--- config.mk ---
export PLATFORM = sky130hd
export DESIGN_NAME = flash_guard
export DESIGN_NICKNAME = d
export VERILOG_FILES = /design/src/rtl/fg_pkg.sv /design/src/rtl/fg_regs.sv /design/src/rtl/fg_ctrl.sv /design/src/rtl/flash_guard.sv
export SDC_FILE = /design/constraint.sdc
export NUM_CORES = 1
export LEC_CHECK = 0
export ABC_AREA = 1
export BUFFER_PORTS_ARGS = -buffer_cell sky130_fd_sc_hd__buf_2
export CAP_MARGIN = 20
export CORE_MARGIN = 2
export CORE_UTILIZATION = 35
export CTS_CLUSTER_DIAMETER = 60
export DETAILED_ROUTE_END_ITERATION = 10
export PLACE_DENSITY = 0.65
export SYNTH_ARGS = -nofsm -noshare
export SYNTH_HDL_FRONTEND = slang
export SYNTH_SLANG_ARGS = --single-unit
--- constraint.sdc ---
create_clock -name clk -period 1.16 [get_ports clk]
set_input_delay 0.058 -clock clk [delete_from_list [all_inputs] [get_ports clk]]
set_output_delay 0.058 -clock clk [all_outputs]
set_load 0.03 [all_outputs]
--- src/rtl/fg_pkg.sv ---
package fg_pkg;
  // Strobes driven by the control path toward the register datapath.
  typedef struct packed {
    logic keyLock;    // freeze the key register
    logic statusErr;  // status bit: error flag
    logic statusBusy; // status bit: operation active
  } fgStrobe_t;
endpackage

--- src/rtl/fg_regs.sv ---
module fg_regs
  import fg_pkg::*;
#(
  parameter int DATA_W = 8,
  parameter int ADDR_W = 1,
  parameter logic [DATA_W-1:0] DL_KEY = 8'hA5,
  parameter logic [DATA_W-1:0] PE_KEY = 8'h5A
) (
  input  logic              clk,
  input  logic              rstN,
  input  logic              regWrEn,
  input  logic [ADDR_W-1:0] regAddr,
  input  logic [DATA_W-1:0] regWrData,
  output logic [DATA_W-1:0] regRdData,
  input  fgStrobe_t         strobe,
  output logic              dlKeyOk,
  output logic              peKeyOk,
  output logic              dlEnable
);
  localparam logic [ADDR_W-1:0] KEY_ADDR  = ADDR_W'(0);
  localparam logic [ADDR_W-1:0] CTRL_ADDR = ADDR_W'(1);
  localparam int ERR_BIT  = DATA_W - 1;
  localparam int BUSY_BIT = DATA_W - 2;

  logic [DATA_W-1:0] keyReg;

  always_ff @(posedge clk or negedge rstN) begin
    if (!rstN) begin
      keyReg   <= '0;
      dlEnable <= 1'b0;
    end else if (regWrEn) begin
      if (regAddr == KEY_ADDR && !strobe.keyLock) keyReg <= regWrData;
      if (regAddr == CTRL_ADDR) dlEnable <= regWrData[0];
    end
  end

  assign dlKeyOk = (keyReg == DL_KEY);
  assign peKeyOk = (keyReg == PE_KEY);

  always_comb begin
    regRdData = '0;
    if (regAddr == KEY_ADDR) begin
      regRdData = keyReg;
    end else if (regAddr == CTRL_ADDR) begin
      regRdData[0]        = dlEnable;
      regRdData[ERR_BIT]  = strobe.statusErr;
      regRdData[BUSY_BIT] = strobe.statusBusy;
    end
  end

  AST_KEY_FROZEN: assert property (@(posedge clk) disable iff (!rstN)
    strobe.keyLock |=> $stable(keyReg));
  AST_KEY_EXCLUSIVE: assert property (@(posedge clk) disable iff (!rstN)
    !(dlKeyOk && peKeyOk));
endmodule

--- src/rtl/fg_ctrl.sv ---
module fg_ctrl
  import fg_pkg::*;
(
  input  logic      clk,
  input  logic      rstN,
  input  logic      dlReq,
  input  logic      peReq,
  input  logic      peDone,
  input  logic      irqIn,
  input  logic      arrayRd,
  input  logic      sleepReq,
  input  logic      altGrant,
  input  logic      dlKeyOk,
  input  logic      peKeyOk,
  input  logic      dlEnable,
  output logic      dlGrant,
  output logic      peStart,
  output logic      opActive,
  output logic      errFlag,
  output logic      abortPulse,
  output fgStrobe_t strobe
);
  logic anyViol, violHit, startOk;

  assign anyViol = irqIn | arrayRd | sleepReq | altGrant;
  assign violHit = opActive & anyViol;
  assign startOk = peReq & peKeyOk & ~errFlag & ~opActive;

  always_ff @(posedge clk or negedge rstN) begin
    if (!rstN) begin
      dlGrant    <= 1'b0;
      peStart    <= 1'b0;
      opActive   <= 1'b0;
      errFlag    <= 1'b0;
      abortPulse <= 1'b0;
    end else begin
      dlGrant    <= dlReq & dlEnable & dlKeyOk & ~opActive;
      peStart    <= startOk;
      abortPulse <= violHit;
      if (violHit) begin
        opActive <= 1'b0;
        errFlag  <= 1'b1;
      end else if (opActive && peDone) begin
        opActive <= 1'b0;
      end else if (startOk) begin
        opActive <= 1'b1;
      end
    end
  end

  assign strobe.keyLock    = errFlag;
  assign strobe.statusErr  = errFlag;
  assign strobe.statusBusy = opActive;

  AST_ERR_STICKY: assert property (@(posedge clk) disable iff (!rstN)
    errFlag |=> errFlag);
  AST_NO_START_IN_ERR: assert property (@(posedge clk) disable iff (!rstN)
    errFlag |=> !peStart);
  AST_ABORT_SINGLE: assert property (@(posedge clk) disable iff (!rstN)
    abortPulse |=> !abortPulse);
  AST_ABORT_STATE: assert property (@(posedge clk) disable iff (!rstN)
    abortPulse |-> (errFlag && !opActive));
  AST_VIOL_ABORTS: assert property (@(posedge clk) disable iff (!rstN)
    (opActive && anyViol) |=> (abortPulse && !opActive));
  AST_IDLE_QUIET: assert property (@(posedge clk) disable iff (!rstN)
    (!opActive && !errFlag) |=> (!errFlag && !abortPulse));
  AST_GRANT_PULSE: assert property (@(posedge clk) disable iff (!rstN)
    peStart |-> $rose(opActive));
endmodule

--- src/rtl/flash_guard.sv ---
module flash_guard
  import fg_pkg::*;
#(
  parameter int DATA_W = 8,
  parameter int ADDR_W = 1,
  parameter logic [DATA_W-1:0] DL_KEY = 8'hA5,
  parameter logic [DATA_W-1:0] PE_KEY = 8'h5A
) (
  input  logic              clk,
  input  logic              rstN,
  input  logic              regWrEn,
  input  logic [ADDR_W-1:0] regAddr,
  input  logic [DATA_W-1:0] regWrData,
  output logic [DATA_W-1:0] regRdData,
  input  logic              dlReq,
  input  logic              peReq,
  input  logic              peDone,
  input  logic              irqIn,
  input  logic              arrayRd,
  input  logic              sleepReq,
  input  logic              altGrant,
  output logic              dlGrant,
  output logic              peStart,
  output logic              opActive,
  output logic              errFlag,
  output logic              abortPulse
);
  fgStrobe_t strobe;
  logic dlKeyOk, peKeyOk, dlEnable;

  fg_regs #(.DATA_W(DATA_W), .ADDR_W(ADDR_W), .DL_KEY(DL_KEY), .PE_KEY(PE_KEY)) u_regs (
    .clk(clk), .rstN(rstN), .regWrEn(regWrEn), .regAddr(regAddr),
    .regWrData(regWrData), .regRdData(regRdData), .strobe(strobe),
    .dlKeyOk(dlKeyOk), .peKeyOk(peKeyOk), .dlEnable(dlEnable)
  );

  fg_ctrl u_ctrl (
    .clk(clk), .rstN(rstN), .dlReq(dlReq), .peReq(peReq), .peDone(peDone),
    .irqIn(irqIn), .arrayRd(arrayRd), .sleepReq(sleepReq), .altGrant(altGrant),
    .dlKeyOk(dlKeyOk), .peKeyOk(peKeyOk), .dlEnable(dlEnable),
    .dlGrant(dlGrant), .peStart(peStart), .opActive(opActive),
    .errFlag(errFlag), .abortPulse(abortPulse), .strobe(strobe)
  );
endmodule

==> run_results.csv <==
group,metric,value,unit
timing,hold_slack,0.01980,ns
synthesis,syn_nets,103,
clock_tree,htreeDepth,1,
floorplanning,die_h,48.18,µm
finish,num_antenna_cells,0,
synthesis,seq_area_frac_synth,51.28,%
outcome,status,"completed",
critical_path,criticalPathCategory,"reg2out",
routing,routed_via_density,4.367,
floorplanning,core.rowCount,15,
clock_tree,clock_latency,0.27,ns
power_and_ir_drop,powerDensity,1089,mW/mm²
placed_design,hpwlAfterDp,1171,µm
placed_design,place_area,857.1,µm²
clock_tree,cts_buffers,3,
synthesis,synth_fa_ha_area_share,0,%
finish,fin_area,940.9,µm²
timing,fmax,0.9121,GHz
power_and_ir_drop,ir_worst_vdd,0.6486,mV
synthesis,synth_area_per_cell,8.133,µm²
critical_path,r2r_slack,0.13,ns
synthesis,muxShareOfSynthArea,0,%
routing,wl_met2,752,µm
timing,skew,0.001025,ns
finish,fin_nets,142,
routing,post_drt_wl_per_cell,10.16,µm
routing,highest_layer,"met4",
clock_tree,cts_buffer_depth,2,
global_route,antenna_found_initial,0,
routing,vias,642,
routing,drt_iter0_drc,14,
global_route,grt_first_pass_wirelength,2470,µm
floorplanning,io_pins,32,
global_route,grt_pass1_vias,628,
critical_path,ff2ff_path_depth,4,
finish,area_growth_syn_to_layout,37.73,%
clock_tree,cts_tree,"done",
synthesis,synth-compound-area-share,13.55,%
timing,worst_pin_slew,0.3150,ns
placed_design,gp_congestion,0.7953,
timing,slew_viol_final,0,
floorplanning,initial_core_util,38.32,%
finish,drive_gt1_share,39.34,%
worst_hold_path,whs_path_depth,4,
power_and_ir_drop,report.power.total,1.025,mW
finish,fin_util,52.77,%
routing,wl_met1,676,µm
floorplanning,die_area,0.002321,mm²
routing,first_pass_iters,4,
job,drv_cap,0,
timing,relSlewSlack,79.00,%
synthesis,synthSimpleGateAreaFrac,25.64,%
critical_path,crit_required,1.10,ns
placed_design,port_buffers,31,
synthesis,synth_top_family_by_area,"simple AND/OR/NAND/NOR gates",
global_route,grt_max_degree,17,
synthesis,ys_ff_latch,14,
routing,final_antenna_net_count,0,
synthesis,synth-xor-area-share,0,%
critical_path,worstPathArrival,1.04,ns
routing,dr_wl_met3,45,µm
critical_path,critPathCaptureType,"output pin",
critical_path,path_cells,"inv_1, o21ai_1, buf_4",
routing,routed_wl,1494,µm
clock_tree,cts_num_sinks,14,
timing,timing_hold_violations_final,0,
critical_path,start_kind,"flip-flop",
clock_tree,cts-root-buf,"clkbuf_4",
worst_hold_path,hold_class,"in2reg",
timing,finalSetupViolCount,0,
synthesis,synthCells,84,
synthesis,yosys.cell_types.count,16,
critical_path,max_stage_delay,0.37,ns
routing,drc,0,
floorplanning,die_x,48.18,µm
global_route,overflow,0,
synthesis,yosys_warnings,0,
synthesis,syn-cell-area,683.2,µm²
clock_tree,clkTransAtPathRegs,0.08,ns
floorplanning,core_area,0.001783,mm²
critical_path,crit_path_top_delay_cell,"dfrtp_1",
timing,timing.final.crit_period,1.096,ns
global_route,grtUsageTotal,16.11,%
timing,post-route-period-util,94.51,%
critical_path,crit_fanout,3,
power_and_ir_drop,p_leak,0.5455,nW
-- sequential cells by signal, summed over array words and instances (netlist names) --
signal	cells
u_ctrl.opActive	1
u_ctrl.errFlag	1
u_ctrl.peStart	1
u_regs.keyReg	8
u_ctrl.abortPulse	1
u_ctrl.dlGrant	1
u_regs.dlEnable	1
-- worst paths after layout --
kind                                     to        startpoint
max                            regRdData[6]  u_regs.keyReg[6]
min                         u_ctrl.opActive            peDone
max reg2reg                u_regs.keyReg[5]    u_ctrl.errFlag
min reg2reg                  u_ctrl.dlGrant  u_regs.keyReg[6]
max in group asynchronous  u_regs.keyReg[1]              rstN
min in group asynchronous    u_ctrl.dlGrant              rstN
-- metal layers --
layer | track usage, % | up-vias
met5 | 0 | -
met4 | 9.730 | 0
met3 | 3.333 | 2
met2 | 27.11 | 16
met1 | 18.62 | 290
li1 | - | 334
-- cell families after synthesis --
kind of cell / Yosys count
AOI/OAI and AO/OA: 13
buffers and inverters: 14
DFF: 14
and+or+nand+nor: 43
-- critical path, delay by kind of cell, from the launching register on --
family	cells	cell delay (ns)
flip-flops	1	0.37
AO/OA/AOI/OAI	1	0.14
buffers and inverters	2	0.26
-- cells in the final DEF (no fill, tap or decap) --
master         netlist  final
dfrtp_1             14     14
nor2_2               2      2
clkbuf_4             0      3
dlygate4sd3_1        0      2
o21ai_1              1      4
clkbuf_8             0      1
nor3_1               1      1
buf_4                0      6
a31oi_1              1      1
buf_2                1     28
nand3b_1             1      1
inv_1               12     12
nor2_1              19     19
a21oi_2              7      7
nand2_4              0      1
nand3_1              1      1
nand2_1             18     18
a21oi_1              1      1
-- power breakdown --
| group | leakage (nW) | switching (mW) | internal (mW) |
|---|---|---|---|
| logic | 0.369 | 0.0999 | 0.0673 |
| registers | 0.156 | 0.0111 | 0.503 |
| clock network | 0.0210 | 0.153 | 0.191 |
-- repair_timing --
item / CTS / global route
resized for setup: 3 / 5
pin swaps: 0 / 1
endpoints found under the setup margin: 2 / 11
buffers inserted: 0 / 2
hold endpoints to repair: 15 / 0
hold buffers: 2 / 0
gates cloned: 0 / 0
-- stage by stage --
step	TNS, ns	setup WS [ns]	instances
floorplan	0	0.02083	84
global placement	0	0.09018	139
detailed placement	0	0.02798	139
CTS	0	0.01066	145
global route	-0.02391	-0.02391	147
finish	0	0.06368	147
-- layout make-up --
cell class	instances	area (µm²)
fill	188	842.1
sequential	14	350.3
multi-input combinational	56	272.8
timing repair buffer	36	205.2
inverter	12	45.04
clock buffer	4	36.28
tap	25	31.28
-- synth_stat cells --
cell type  number  area, µm²
nand3b_1        1      7.510
o21ai_1         1      5.000
nand2_1        18      67.56
nor2_1         19      71.32
nor2_2          2      12.51
a31oi_1         1      6.260
buf_2           1      5.000
a21oi_1         1      5.000
a21oi_2         7      61.31
o21ai_0         3      15.01
dfrtp_1        14      350.3
inv_1          12      45.04
buf_8           1      15.01
nand2_2         1      6.260
nand3_1         1      5.000
nor3_1          1      5.000
(Power assumes the default switching activity.)
